## config.mk

```make
export PLATFORM = sky130hd
export DESIGN_NAME = ciChannelCtrl
export DESIGN_NICKNAME = d
export VERILOG_FILES = /design/src/rtl/ciPkg.sv /design/src/rtl/ciDatapath.sv /design/src/rtl/ciControl.sv /design/src/rtl/ciChannelCtrl.sv
export SDC_FILE = /design/constraint.sdc
export NUM_CORES = 1
export LEC_CHECK = 0
export BUFFER_PORTS_ARGS = -buffer_cell sky130_fd_sc_hd__buf_2
export CORE_ASPECT_RATIO = 1.4
export CORE_MARGIN = 2
export CORE_UTILIZATION = 47
export CTS_CLUSTER_DIAMETER = 40
export DETAILED_ROUTE_END_ITERATION = 16
export GPL_TIMING_DRIVEN = 0
export PLACE_DENSITY = 0.75
export SYNTH_ARGS = -nofsm -noshare
export SYNTH_HDL_FRONTEND = slang
export SYNTH_SLANG_ARGS = --single-unit
```

## constraint.sdc

```tcl
create_clock -name clk -period 1.6 [get_ports clk]
set_input_delay 0.08 -clock clk [delete_from_list [all_inputs] [get_ports clk]]
set_output_delay 0.08 -clock clk [all_outputs]
set_load 0.05 [all_outputs]
```

## src/rtl/ciPkg.sv

```systemverilog
package ciPkg;
  localparam int RegAddrW = 2;
  localparam logic [RegAddrW-1:0] AddrPriRx = 2'd0;
  localparam logic [RegAddrW-1:0] AddrPriTx = 2'd1;
  localparam logic [RegAddrW-1:0] AddrSecRx = 2'd2;
  localparam logic [RegAddrW-1:0] AddrSecTx = 2'd3;

  // strobes from control to datapath
  typedef struct packed {
    logic samplePri;
    logic sampleSec;
    logic loadHeadRx;
    logic loadHeadPend;
    logic loadPendRx;
    logic wrTxPri;
    logic wrTxSec;
  } ciStrobes_t;
endpackage

```

## src/rtl/ciDatapath.sv

```systemverilog
module ciDatapath
  import ciPkg::*;
#(
  parameter int PriW = 4,
  parameter int SecW = 6,
  parameter int SecNarrowW = 4,
  parameter int DataW = 8
) (
  input  logic                 clk,
  input  logic                 rstN,
  input  ciStrobes_t           stb,
  input  logic [PriW-1:0]      rxPri,
  input  logic [SecW-1:0]      rxSec,
  input  logic [RegAddrW-1:0]  regAddr,
  input  logic [DataW-1:0]     regWdata,
  input  logic                 priChg,
  input  logic                 secChgVis,
  input  logic                 pendValid,
  output logic                 priStable,
  output logic                 priNew,
  output logic                 secDiff,
  output logic                 secEn,
  output logic [PriW-1:0]      txPri,
  output logic [SecW-1:0]      txSec,
  output logic [DataW-1:0]     regRdata
);
  localparam int ForcedW = SecW - SecNarrowW;

  logic [PriW-1:0] lastPri, headCode, pendCode, txPriReg, newestCode;
  logic [SecW-1:0] secCode, txSecCode, cmpMask;
  logic            secWide;

  always_ff @(posedge clk) begin
    if (!rstN) begin
      lastPri   <= '1;
      headCode  <= '1;
      pendCode  <= '1;
      secCode   <= '1;
      txPriReg  <= '1;
      txSecCode <= '1;
      secWide   <= 1'b0;
      secEn     <= 1'b0;
    end else begin
      if (stb.samplePri) lastPri <= rxPri;
      if (stb.loadHeadRx) headCode <= rxPri;
      else if (stb.loadHeadPend) headCode <= pendCode;
      if (stb.loadPendRx) pendCode <= rxPri;
      if (stb.sampleSec) secCode <= rxSec;
      if (stb.wrTxPri) txPriReg <= regWdata[PriW-1:0];
      if (stb.wrTxSec) begin
        txSecCode <= regWdata[SecW-1:0];
        secWide   <= regWdata[SecW];
        secEn     <= regWdata[SecW+1];
      end
    end
  end

  // compare against the most recently accepted primary code
  assign newestCode = pendValid ? pendCode : headCode;
  assign priStable  = (rxPri == lastPri);
  assign priNew     = (rxPri != newestCode);

  assign cmpMask = secWide ? {SecW{1'b1}} : {{ForcedW{1'b0}}, {SecNarrowW{1'b1}}};
  assign secDiff = |((rxSec ^ secCode) & cmpMask);

  assign txPri = txPriReg;
  assign txSec = secWide ? txSecCode
                         : {{ForcedW{1'b1}}, txSecCode[SecNarrowW-1:0]};

  always_comb begin
    regRdata = '0;
    unique case (regAddr)
      AddrPriRx: begin
        regRdata[PriW-1:0] = headCode;
        regRdata[PriW]     = priChg;
        regRdata[PriW+1]   = secChgVis;
      end
      AddrPriTx: regRdata[PriW-1:0] = txPriReg;
      AddrSecRx: regRdata[SecW-1:0] = secCode;
      default: begin
        regRdata[SecW-1:0] = txSecCode;
        regRdata[SecW]     = secWide;
        regRdata[SecW+1]   = secEn;
      end
    endcase
  end
endmodule

```

## src/rtl/ciControl.sv

```systemverilog
module ciControl
  import ciPkg::*;
(
  input  logic                clk,
  input  logic                rstN,
  input  logic                frameStrobe,
  input  logic                regRead,
  input  logic                regWrite,
  input  logic [RegAddrW-1:0] regAddr,
  input  logic                priStable,
  input  logic                priNew,
  input  logic                secDiff,
  input  logic                secEn,
  output ciStrobes_t          stb,
  output logic                priChg,
  output logic                pendValid,
  output logic                secChgRaw,
  output logic                secChgVis,
  output logic                irq
);
  logic clearRd, validNew, chgAfterRd, pendAfterRd, movePend;
  logic priChgD, pendValidD, secChgD;

  always_comb begin
    clearRd     = regRead && (regAddr == AddrPriRx);
    validNew    = frameStrobe && priStable && priNew;
    movePend    = clearRd && pendValid;
    chgAfterRd  = (priChg && !clearRd) || movePend;
    pendAfterRd = pendValid && !clearRd;

    stb              = '0;
    stb.samplePri    = frameStrobe;
    stb.sampleSec    = frameStrobe;
    stb.loadHeadPend = movePend;
    stb.loadHeadRx   = validNew && !chgAfterRd;
    stb.loadPendRx   = validNew && chgAfterRd;
    stb.wrTxPri      = regWrite && (regAddr == AddrPriTx);
    stb.wrTxSec      = regWrite && (regAddr == AddrSecTx);

    priChgD    = chgAfterRd || stb.loadHeadRx;
    pendValidD = pendAfterRd || stb.loadPendRx;
    secChgD    = (frameStrobe && secDiff) || (secChgRaw && !(clearRd && secEn));
  end

  always_ff @(posedge clk) begin
    if (!rstN) begin
      priChg    <= 1'b0;
      pendValid <= 1'b0;
      secChgRaw <= 1'b0;
    end else begin
      priChg    <= priChgD;
      pendValid <= pendValidD;
      secChgRaw <= secChgD;
    end
  end

  assign secChgVis = secChgRaw && secEn;
  assign irq       = priChg || secChgVis;
endmodule

```

## src/rtl/ciChannelCtrl.sv

```systemverilog
module ciChannelCtrl
  import ciPkg::*;
#(
  parameter int PriW = 4,
  parameter int SecW = 6,
  parameter int SecNarrowW = 4,
  parameter int DataW = 8
) (
  input  logic                clk,
  input  logic                rstN,
  input  logic                frameStrobe,
  input  logic [PriW-1:0]     rxPrimary,
  input  logic [SecW-1:0]     rxSecondary,
  input  logic                regRead,
  input  logic                regWrite,
  input  logic [RegAddrW-1:0] regAddr,
  input  logic [DataW-1:0]    regWdata,
  output logic [DataW-1:0]    regRdata,
  output logic [PriW-1:0]     txPrimary,
  output logic [SecW-1:0]     txSecondary,
  output logic                irq
);
  ciStrobes_t stb;
  logic priStable, priNew, secDiff, secEn;
  logic priChg, pendValid, secChgRaw, secChgVis;

  ciControl uCtrl (
    .clk, .rstN, .frameStrobe, .regRead, .regWrite, .regAddr,
    .priStable, .priNew, .secDiff, .secEn,
    .stb, .priChg, .pendValid, .secChgRaw, .secChgVis, .irq
  );

  ciDatapath #(
    .PriW(PriW), .SecW(SecW), .SecNarrowW(SecNarrowW), .DataW(DataW)
  ) uDp (
    .clk, .rstN, .stb,
    .rxPri(rxPrimary), .rxSec(rxSecondary),
    .regAddr, .regWdata,
    .priChg, .secChgVis, .pendValid,
    .priStable, .priNew, .secDiff, .secEn,
    .txPri(txPrimary), .txSec(txSecondary),
    .regRdata
  );
endmodule

```

Yosys cells after proc, flatten, opt, wreduce, memory -nomap -nowiden:

Cells that the tools add are included.

* equal/unequal tests: 5
* multiplexer cells: 8
* reduce and logical (&&, ||, !) cells: 26
* bitwise logic cells: 2

Operator list (count)
* logical AND 1 bit: 14
* 2-to-1 mux 4 bit: 3
* 2-to-1 mux 6 bit: 2
* case mux 4 bit (3 select lines): 1
* AND 6 bit: 1
* case mux 2 bit (3 select lines): 1
* OR reduction 6 bit: 1
* XOR 6 bit: 1
* logical OR 1 bit: 5
* equality test 2 bit (second input constant): 2
* equality test 4 bit: 1
* != test 4 bit: 1
* zero test 1 bit: 3
* OR reduction 3 bit: 1
* equality test 2 x 1 -> 1 bit (second input constant): 1
* zero test 2 bit: 1
* 2-to-1 mux 2 bit: 1
* nonzero test 2 bit: 1

* output and inout port bits: 19
* flip-flop bits (word level): 33

Logic depth before layout (Yosys ltp):

Gate-level depths: netlist (run 1).

* depth after elaboration: 8
* depth in mapped cells: 7
* mapped depth without buffers: 5

Cells and area by module:

Synthesis (run 1) repeated with hierarchy kept, for this count alone.

* cells, all modules: 171
* area, all modules: 1711.6 sq um

Modules (own cells, without submodules)
* ciDatapath: instances 1, area an instance 1502.7 sq um, seq. area each 600.6 sq um, cells an instance 146
* ciControl: instances 1, area an instance 209.0 sq um, seq. area each 60.1 sq um, cells an instance 25

Worst setup path after synthesis (run 1):

OpenSTA, ideal clock, no wires.

* path type: flip-flop to flip-flop
* start point: register uCtrl.pendValid
* end point: register uDp.pendCode[3]
* cell stages (with the launch flop): 8
* path slack: -0.090 ns
* path buffers: 2
* setup time: 0.140 ns
* period minus slack after synthesis: 1.690 ns
* arrival time: 1.550 ns
* cells stage by stage: dfxtp_1 -> buf_6 -> and4bb_1 -> buf_6 -> a21oi_4 -> or4_4 -> o21ai_1 -> o311ai_1

* word-level cells in the longest chain between the ends: 4
* elaborated cells between the ends (all ways): 6
* those cells by class: 1 x eq/ne; 1 x mux; 4 x reduce/logical

Ends and longest elaborated chain
* from (decl): RTL line ciControl.sv:16 `output logic pendValid,`
* from (signal assigned): RTL line ciControl.sv:52 `pendValid <= pendValidD;`
* 2-to-1 mux 4 bit: RTL line ciDatapath.sv:59 `assign newestCode = pendValid ? pendCode : headCode;`
* != test 4 bit: RTL line ciDatapath.sv:61 `assign priNew = (rxPri != newestCode);`
* logical AND 1 bit: RTL line ciControl.sv:26 `validNew = frameStrobe && priStable && priNew;`
* logical AND 1 bit *: RTL line ciControl.sv:36 `stb.loadPendRx = validNew && chgAfterRd;`
* to (signal assigned): RTL line ciDatapath.sv:47 `if (stb.loadPendRx) pendCode <= rxPri;`
* to (decl): RTL line ciDatapath.sv:29 `logic [PriW-1:0] lastPri, headCode, pendCode, txPriReg, newestCode;`

Every way passes the cells marked *; elsewhere a longest branch is shown, timed or not.
A chain may end at the register's enable or synchronous reset.

Worst setup path in the final report (run 1):

Ends and elaborated chain as after synthesis.

==> impl_results.md, run 1 <==
- Prevailing post-synth register cell: dfxtp_1
- Chip Height: 75.93 um
- Max_cap viols: 0
- Layout cell share with drive strength beyond 1: between 30% and 40%
- Core Area: between 3000 and 4000 um^2
- Synth top area share: 38.04%
- Die X: roughly 55 um
- Total gr overflow: 0
- CP Max Fanout: 6
- Worst r2r path cells: 7
- Avg Cell Area, Syn: 9.387 um^2
- Type of element capturing the critical path: flip-flop
- CP Capture Point: uDp.pendCode[3]
- CTS clock-pin slew for the worst setup and hold paths: 70 ps
- Final std cells w/o fill: ~280
- Ports: between 40 and 50
- Max Slew Vio Count: 0
- Sequential fraction of the synthesis area: between 30% and 40%
- Tightest hold margin: -5.317 ps
- Class of the worst hold path: input pin to flip-flop
- Post-synth EDFFs: 0
- Drt via density: roughly 5.4
- CP top delay family: simple AND/OR/NAND/NOR gates
- Final Power: roughly 2.0 mW
- Initial Util: between 40% and 50%
- H-Tree Depth: 2
- Sequential Power Share: 43.2%
- Tot GR Track Use: 21.20%
- PwrDens: approximately 940 nW/um^2
- Nets: approximately 260
- Critical path origin: uCtrl.pendValid
- Final hold violations: 1
- DP Cell Count: 269
- Slowest-stage cell, CP: or4_4
- R2r endpoint: uDp.pendCode[3]
- Buf+Inv Stages, Crit Path: 2
- Clock share of power: 41.0%
- Crit-path cells: buf_6 > and4bb_1 > buf_6 > a21oi_4 > or4_4 > o21ai_2 > o311ai_1
- Diode count: 0
- Fin crit share: 107.5%
- Int Power: roughly 1.5 mW
- Routed Wire Length: roughly 4200 um
- Final setup fails: 8
- Distinct cells, synth: 38
- Achievable Freq: 581.6 MHz
- YS warnings: 0
- Clock buffer depth: 2
- Initial antenna violation count: 0
- Port Buffer Count: between 40 and 50
- Setup Crit Path Kind: flip-flop to flip-flop
- Outcome: complete, but fails checks
- Post-synthesis cell count: between 150 and 200
- Sw Ratio: around 27%
- Failing checks: negative hold slack, negative setup slack
- Clock period minus worst slack: roughly 1700 ps
- CP dominant cell by count: buf_6
- CTS Buf Count: 5
- Clock latency on the worst-skew pair: approximately 300 ps
- CTS tree: done
- Top cells by area, synth: dfxtp_1 (38%), mux2i_1 (13%), nand2_1 (8.9%)
- Gate power share: 15.9%
- Setup TNS: -638.9 ps
- Syn Nets: between 200 and 250
- Leakage: between 0.9 and 1 nW
- Worst rel slew slack: approximately half
- Most common cell in the netlist: nand2_1
- Placed wire-length estimate: a little over 3000 um
- #FFs+latches synth: 33
- Clock sink count: 33
- Top post-synthesis cells by count: nand2_1 (41), dfxtp_1 (33), mux2i_1 (22)
- Post-layout util: about three fifths
- R2R setup slack: -120 ps
- Startpoint Class: flip-flop
- Cell Area, Synth: 1737 um^2
- Starting DRT DRC Count: approximately 50
- Peak supply drop: about 710 uV
- First-pass GRT wire length: 6989 um
- Reg-to-reg startpoint: uCtrl.pendValid
- Placer Congestion: between 0.8 and 0.9
- RSZ-0062 raised after global routing: true
- Crit path depth: 7
- WL per Instance: approximately 15 um
- Setup ws final: -119.3 ps
- First drt pass iteration count: 4
- Net Switching: roughly 0.56 mW
- Pin count of the biggest net entering global routing: 12
- Die area: 4204 um^2
- Row cnt: 26
- Remaining antenna violation count: 0
- Fillers: approximately 310
- Clock Tree Root: clkbuf_8
- WP data required: 1760 ps
- Async set-reset flop share out of synthesis: 0%
- Via count: 1526
- Area Overhead vs Synth: 24.86%
- Slew at the pin closest to its max-slew limit: approximately 730 ps
- Vias in the first global route: between 1500 and 2000
- Cell taking the most area after synthesis: dfxtp_1
- Worst Path Arrival: about 1900 ps
- Residual DRC: 0
- Largest stage delay, worst path: between 500 and 600 ps
- Worst clock skew: roughly 5.4 ps
==> flip-flops by register name (all words and copies together) (netlist names), 4 cells and up <==
signal / cells
uDp.lastPri: 4
uDp.headCode: 4
uDp.secCode: 6
uDp.txPri: 4
uDp.txSecCode: 6
uDp.pendCode: 4
==> metrics by stage <==
| stage | setup slack [ps] | hold WS [ps] | cell area, um^2 |
|---|---|---|---|
| 3_3_place_gp | -151.9 | 291.5 | 2001 |
| 3_5_place_dp | -179.9 | 301.9 | 2001 |
| 4_1_cts | -130.0 | 1.671 | 2153 |
| 6_report | -119.3 | -5.317 | 2168 |
| 2_1_floorplan | -48.67 | 204.2 | 1738 |
| 5_1_grt | -185.3 | 23.96 | 2168 |
==> power by group through the flow <==
| stage | registers [mW] | logic, mW | clock network [mW] |
|---|---|---|---|
| floorplan | 0.906 | 0.214 | 0 |
| global placement | 0.901 | 0.312 | 0 |
| detailed placement | 0.902 | 0.314 | 0 |
| CTS | 0.883 | 0.323 | 0.842 |
| global route | 0.888 | 0.353 | 0.882 |
| finish | 0.884 | 0.325 | 0.839 |
==> layer usage <==
metal / global-route usage (%) / part of all wire, % / vias to the layer above
li1: - / - / 750
met1: 22.76 / 41 / 722
met2: 37.02 / 51 / 42
met3: 4.778 / 4.4 / 12
met4: 12.68 / 3.6 / 0
met5: 0 / 0 / -
==> cells in the final DEF, fill, tap and decap left out, types with 4 or more instances in the layout <==
cell,netlist,final
buf_2,0,42
buf_4,4,7
clkbuf_1,4,4
clkbuf_8,0,6
dfxtp_1,33,32
inv_1,4,4
mux2_1,4,4
mux2i_1,22,22
mux4_2,4,4
nand2_1,41,41
nand2b_1,6,6
nand3_1,10,9
xor2_1,8,8
==> layout make-up <==
cell class,instances,area [um^2],area share [%]
clock inverters,2,37.54,1.731
inverters,4,15.01,0.6924
flip-flops and latches,33,661.9,30.53
repair buffers,46,242.7,11.19
well taps,42,52.55,2.424
clock buffers,6,82.58,3.808
plain buffers,14,83.83,3.866
multi-input cells,134,992.2,45.76
==> worst min-delay path, delay by kind of cell <==
family        cells  cell delay [ps]
simple gates      2              100
buf+inv           1               80
==> worst min-delay path by stage <==
stage | to | slack [ps] | startpoint | depth (start not counted)
5_1_grt | uDp.txSecCode[5] | 20 | regWdata[5] | 3
3_5_place_dp | uDp.txSecCode[4] | 300 | regWdata[4] | 3
4_1_cts | uDp.txSecCode[2] | 2 | regWdata[2] | 3
6_report | uDp.txSecCode[5] | -5 | regWdata[5] | 3
2_1_floorplan | uDp.txSecCode[0] | 200 | regWdata[0] | 2
3_3_place_gp | uDp.txSecCode[4] | 290 | regWdata[4] | 3
==> cell families after synthesis <==
| family | synth area share (%) |
|---|---|
| AOI/OAI and AO/OA | 9.150 |
| xor gates and xnor gates | 5.548 |
| buffers and inverters | 5.619 |
| DFF | 38.04 |
| muxes | 21.76 |
| and+or+nand+nor | 19.89 |
==> what timing repair did <==
item / CTS / global route
pin swaps: 2 / 4
hold buffers: 0 / 1
cloned: 0 / 0
resized for setup: 2 / 2
hold endpoints to repair: 0 / 1
endpoints found under the setup margin: 8 / 14
buffers inserted: 3 / 0
No activity file was read; power rests on OpenSTA's default activity.
==> run 2: changes to the inputs <==
--- a/config.mk
+++ b/config.mk
@@ -13,6 +13,7 @@
 export DETAILED_ROUTE_END_ITERATION = 16
 export GPL_TIMING_DRIVEN = 0
 export PLACE_DENSITY = 0.75
+export RECOVER_POWER = 50
 export SYNTH_ARGS = -nofsm -noshare
 export SYNTH_HDL_FRONTEND = slang
 export SYNTH_SLANG_ARGS = --single-unit
==> run 2 against run 1 <==
The flow still finishes with violations (negative hold slack, negative setup slack). Power fell by 0.25%. Global-route usage unchanged. Register-to-register slack hardly changed. Via count rose by 0.66%. Non-clock buffer count is the same. Critical endpoint unchanged. Largest cell class unchanged.
==> impl_results.md, run 2 (synthesis gave the netlist of run 1 again) <==
- Setup Crit Path Kind: flip-flop to flip-flop
- Drt via density: 5.466 (+0.66%)
- Tot GR Track Use: 21.20% (unchanged)
- Slew at the pin closest to its max-slew limit: 728.7 ps (-2.073 ps)
- DR WL met3: 193 um (+4.9%)
- Failing checks: negative hold slack, negative setup slack
- Most frequent cells in the layout: nand2_1 (41), dfxtp_1 (32), buf_2 (30)
- Initial Util: 48.09% (unchanged)
- Place WS: -179.9 ps (unchanged)
- Top sig layer: met4
- Die area: 4204 um^2 (unchanged)
- Clock Tree Root: clkbuf_8
- RSZ-0062 raised after global routing: true
- Remaining antenna violation count: 0 (unchanged)
- Largest stage delay, worst path: 530 ps (about the same)
- Residual DRC: 0 (unchanged)
- CP Max Fanout: 6 (unchanged)
- Setup ws final: -127.0 ps (-7.665 ps)
- Max Slew Vio Count: 0 (unchanged)
- Class of the worst hold path: input pin to flip-flop
- Clock latency on the worst-skew pair: 300 ps (about the same)
- Worst clock skew: 5.432 ps (+0.02706 ps)
- Buf+Inv Stages, Crit Path: 2 (unchanged)
- First-pass GRT wire length: 6989 um (unchanged)
- Routed Wire Length: 4197 um (about the same)
- Placer Congestion: 0.8643 (unchanged)
- CP dominant cell by count: buf_6
- Outcome: complete, but fails checks
- Die X: 55.38 um (unchanged)
- Ports: 44 (unchanged)
- Setup TNS: -664.9 ps (-26.04 ps)
- Crit-path cells: buf_6 > and4bb_1 > buf_6 > a21oi_4 > or4_4 > o21ai_2 > o311ai_1
- Initial antenna violation count: 0 (unchanged)
- H-Tree Depth: 2 (unchanged)
- Final setup fails: 8 (unchanged)
- Vias in the first global route: 1530 (unchanged)
- WL per Instance: 14.94 um (about the same)
- Commonest non-fill, non-tap cell in the layout: nand2_1
- Total gr overflow: 0 (unchanged)
- Placed wire-length estimate: 3027 um (unchanged)
- Startpoint Class: flip-flop
- Via count: 1536 (+0.66%)
- Tightest hold margin: -3.756 ps (+1.561 ps)
- Clock sink count: 33 (unchanged)
- Type of element capturing the critical path: flip-flop
- Nets: 263 (unchanged)
- Chip Height: 75.93 um (unchanged)
- Worst Path Arrival: 1880 ps (about the same)
- Final hold violations: 1 (unchanged)
- CTS Buf Count: 5 (unchanged)
- CTS tree: done
- Port Buffer Count: 42 (unchanged)
- Pin count of the biggest net entering global routing: 12 (unchanged)
- CP top delay family: simple AND/OR/NAND/NOR gates
- DRT met1 WL: 1682 um (-1.8%)
- Top Registers: uDp.secCode: 6 flops, uDp.txSecCode: 6 flops
- Diode count: 0 (unchanged)
- Fin crit share: 107.9% (+0.48 points)
- Peak supply drop: 712.2 uV (-0.13%)
- Post-layout util: 59.63% (-0.42 points)
- Max_cap viols: 0 (unchanged)
- DR WL met2: 2171 um (+1.3%)
- Leakage: 0.9150 nW (-2.0%)
- Starting DRT DRC Count: 48 (-5.9%)
- Area Overhead vs Synth: 23.99%
- Clock period minus worst slack: 1727 ps (+7.665 ps)
- Core Area: 3611 um^2 (unchanged)
- CTS clock-pin slew for the worst setup and hold paths: 70 ps (about the same)
- Worst rel slew slack: 51.42% (+0.14 points)
- First drt pass iteration count: 4 (unchanged)
- Slowest-stage cell, CP: or4_4
- WP data required: 1760 ps (about the same)
- Achievable Freq: 579.0 MHz (-0.44%)
- Row cnt: 26 (unchanged)
- Clock buffer depth: 2 (unchanged)
- Layout cell share with drive strength beyond 1: 25.52% (-5.0 points)
- PwrDens: 948.4 nW/um^2 (+0.44%)
-- run 2: cell types whose count changed in the layout (fill, tap and decap cells not counted), sizes merged --
| cell | delta |
|---|---|
| buf | -14 |
| clkbuf | +14 |
-- run 2: final timing paths --
kind | slack (ps) | depth (start not counted) | to | startpoint
min | -4 | 3 | uDp.txSecCode[5] | regWdata[5]
max reg2reg | -130 | 7 | uDp.pendCode[3] | uCtrl.pendValid
min reg2reg | 480 | 2 | uDp.txSecCode[5] | uDp.txSecCode[5]
max | -130 | 7 | uDp.pendCode[3] | uCtrl.pendValid
-- run 2: per-stage QoR --
stage	cells	hold slack, ps	area [um^2]	power [mW]
after floorplan	185	204.2	1738	1.120
final	281	-3.756	2153	2.042
after CTS	280	1.671	2153	2.048
after global routing	281	23.96	2153	2.120
after global placement	269	291.5	2001	1.213
after detailed placement	269	301.9	2001	1.217
-- run 2: worst min-delay path: stages --
cell and delay [ps]:
buf_2 80, nand2_1 40, nand3_1 60
-- run 2: final cells by class --
type | count | area (um^2)
fillers | 321 | 1458
multi-input cells | 134 | 992.2
flip-flops and latches | 33 | 661.9
repair buffers | 46 | 227.7
plain buffers | 14 | 83.83
clock buffers | 6 | 82.58
well taps | 42 | 52.55
clock inverters | 2 | 37.54
inverters | 4 | 15.01
-- run 2: timing repair --
action / 4_1_cts / 5_1_grt
hold endpoints to repair: 0 / 1
setup endpoints to repair: 8 / 14
buffers inserted: 3 / 0
gates resized for setup: 2 / 2
hold buffers: 0 / 1
pin swaps: 2 / 4
-- run 2: power by group --
group / internal [mW] / leakage, nW / switching, mW
Clock: 0.506 / 0.0574 / 0.330
Combinational: 0.123 / 0.587 / 0.199
Sequential: 0.855 / 0.271 / 0.0286
-- run 2: metal layers --
layer | track usage, % | up-vias
li1 | - | 748
met5 | 0 | -
met4 | 12.68 | 0
met2 | 37.02 | 45
met1 | 22.76 | 731
met3 | 4.778 | 12
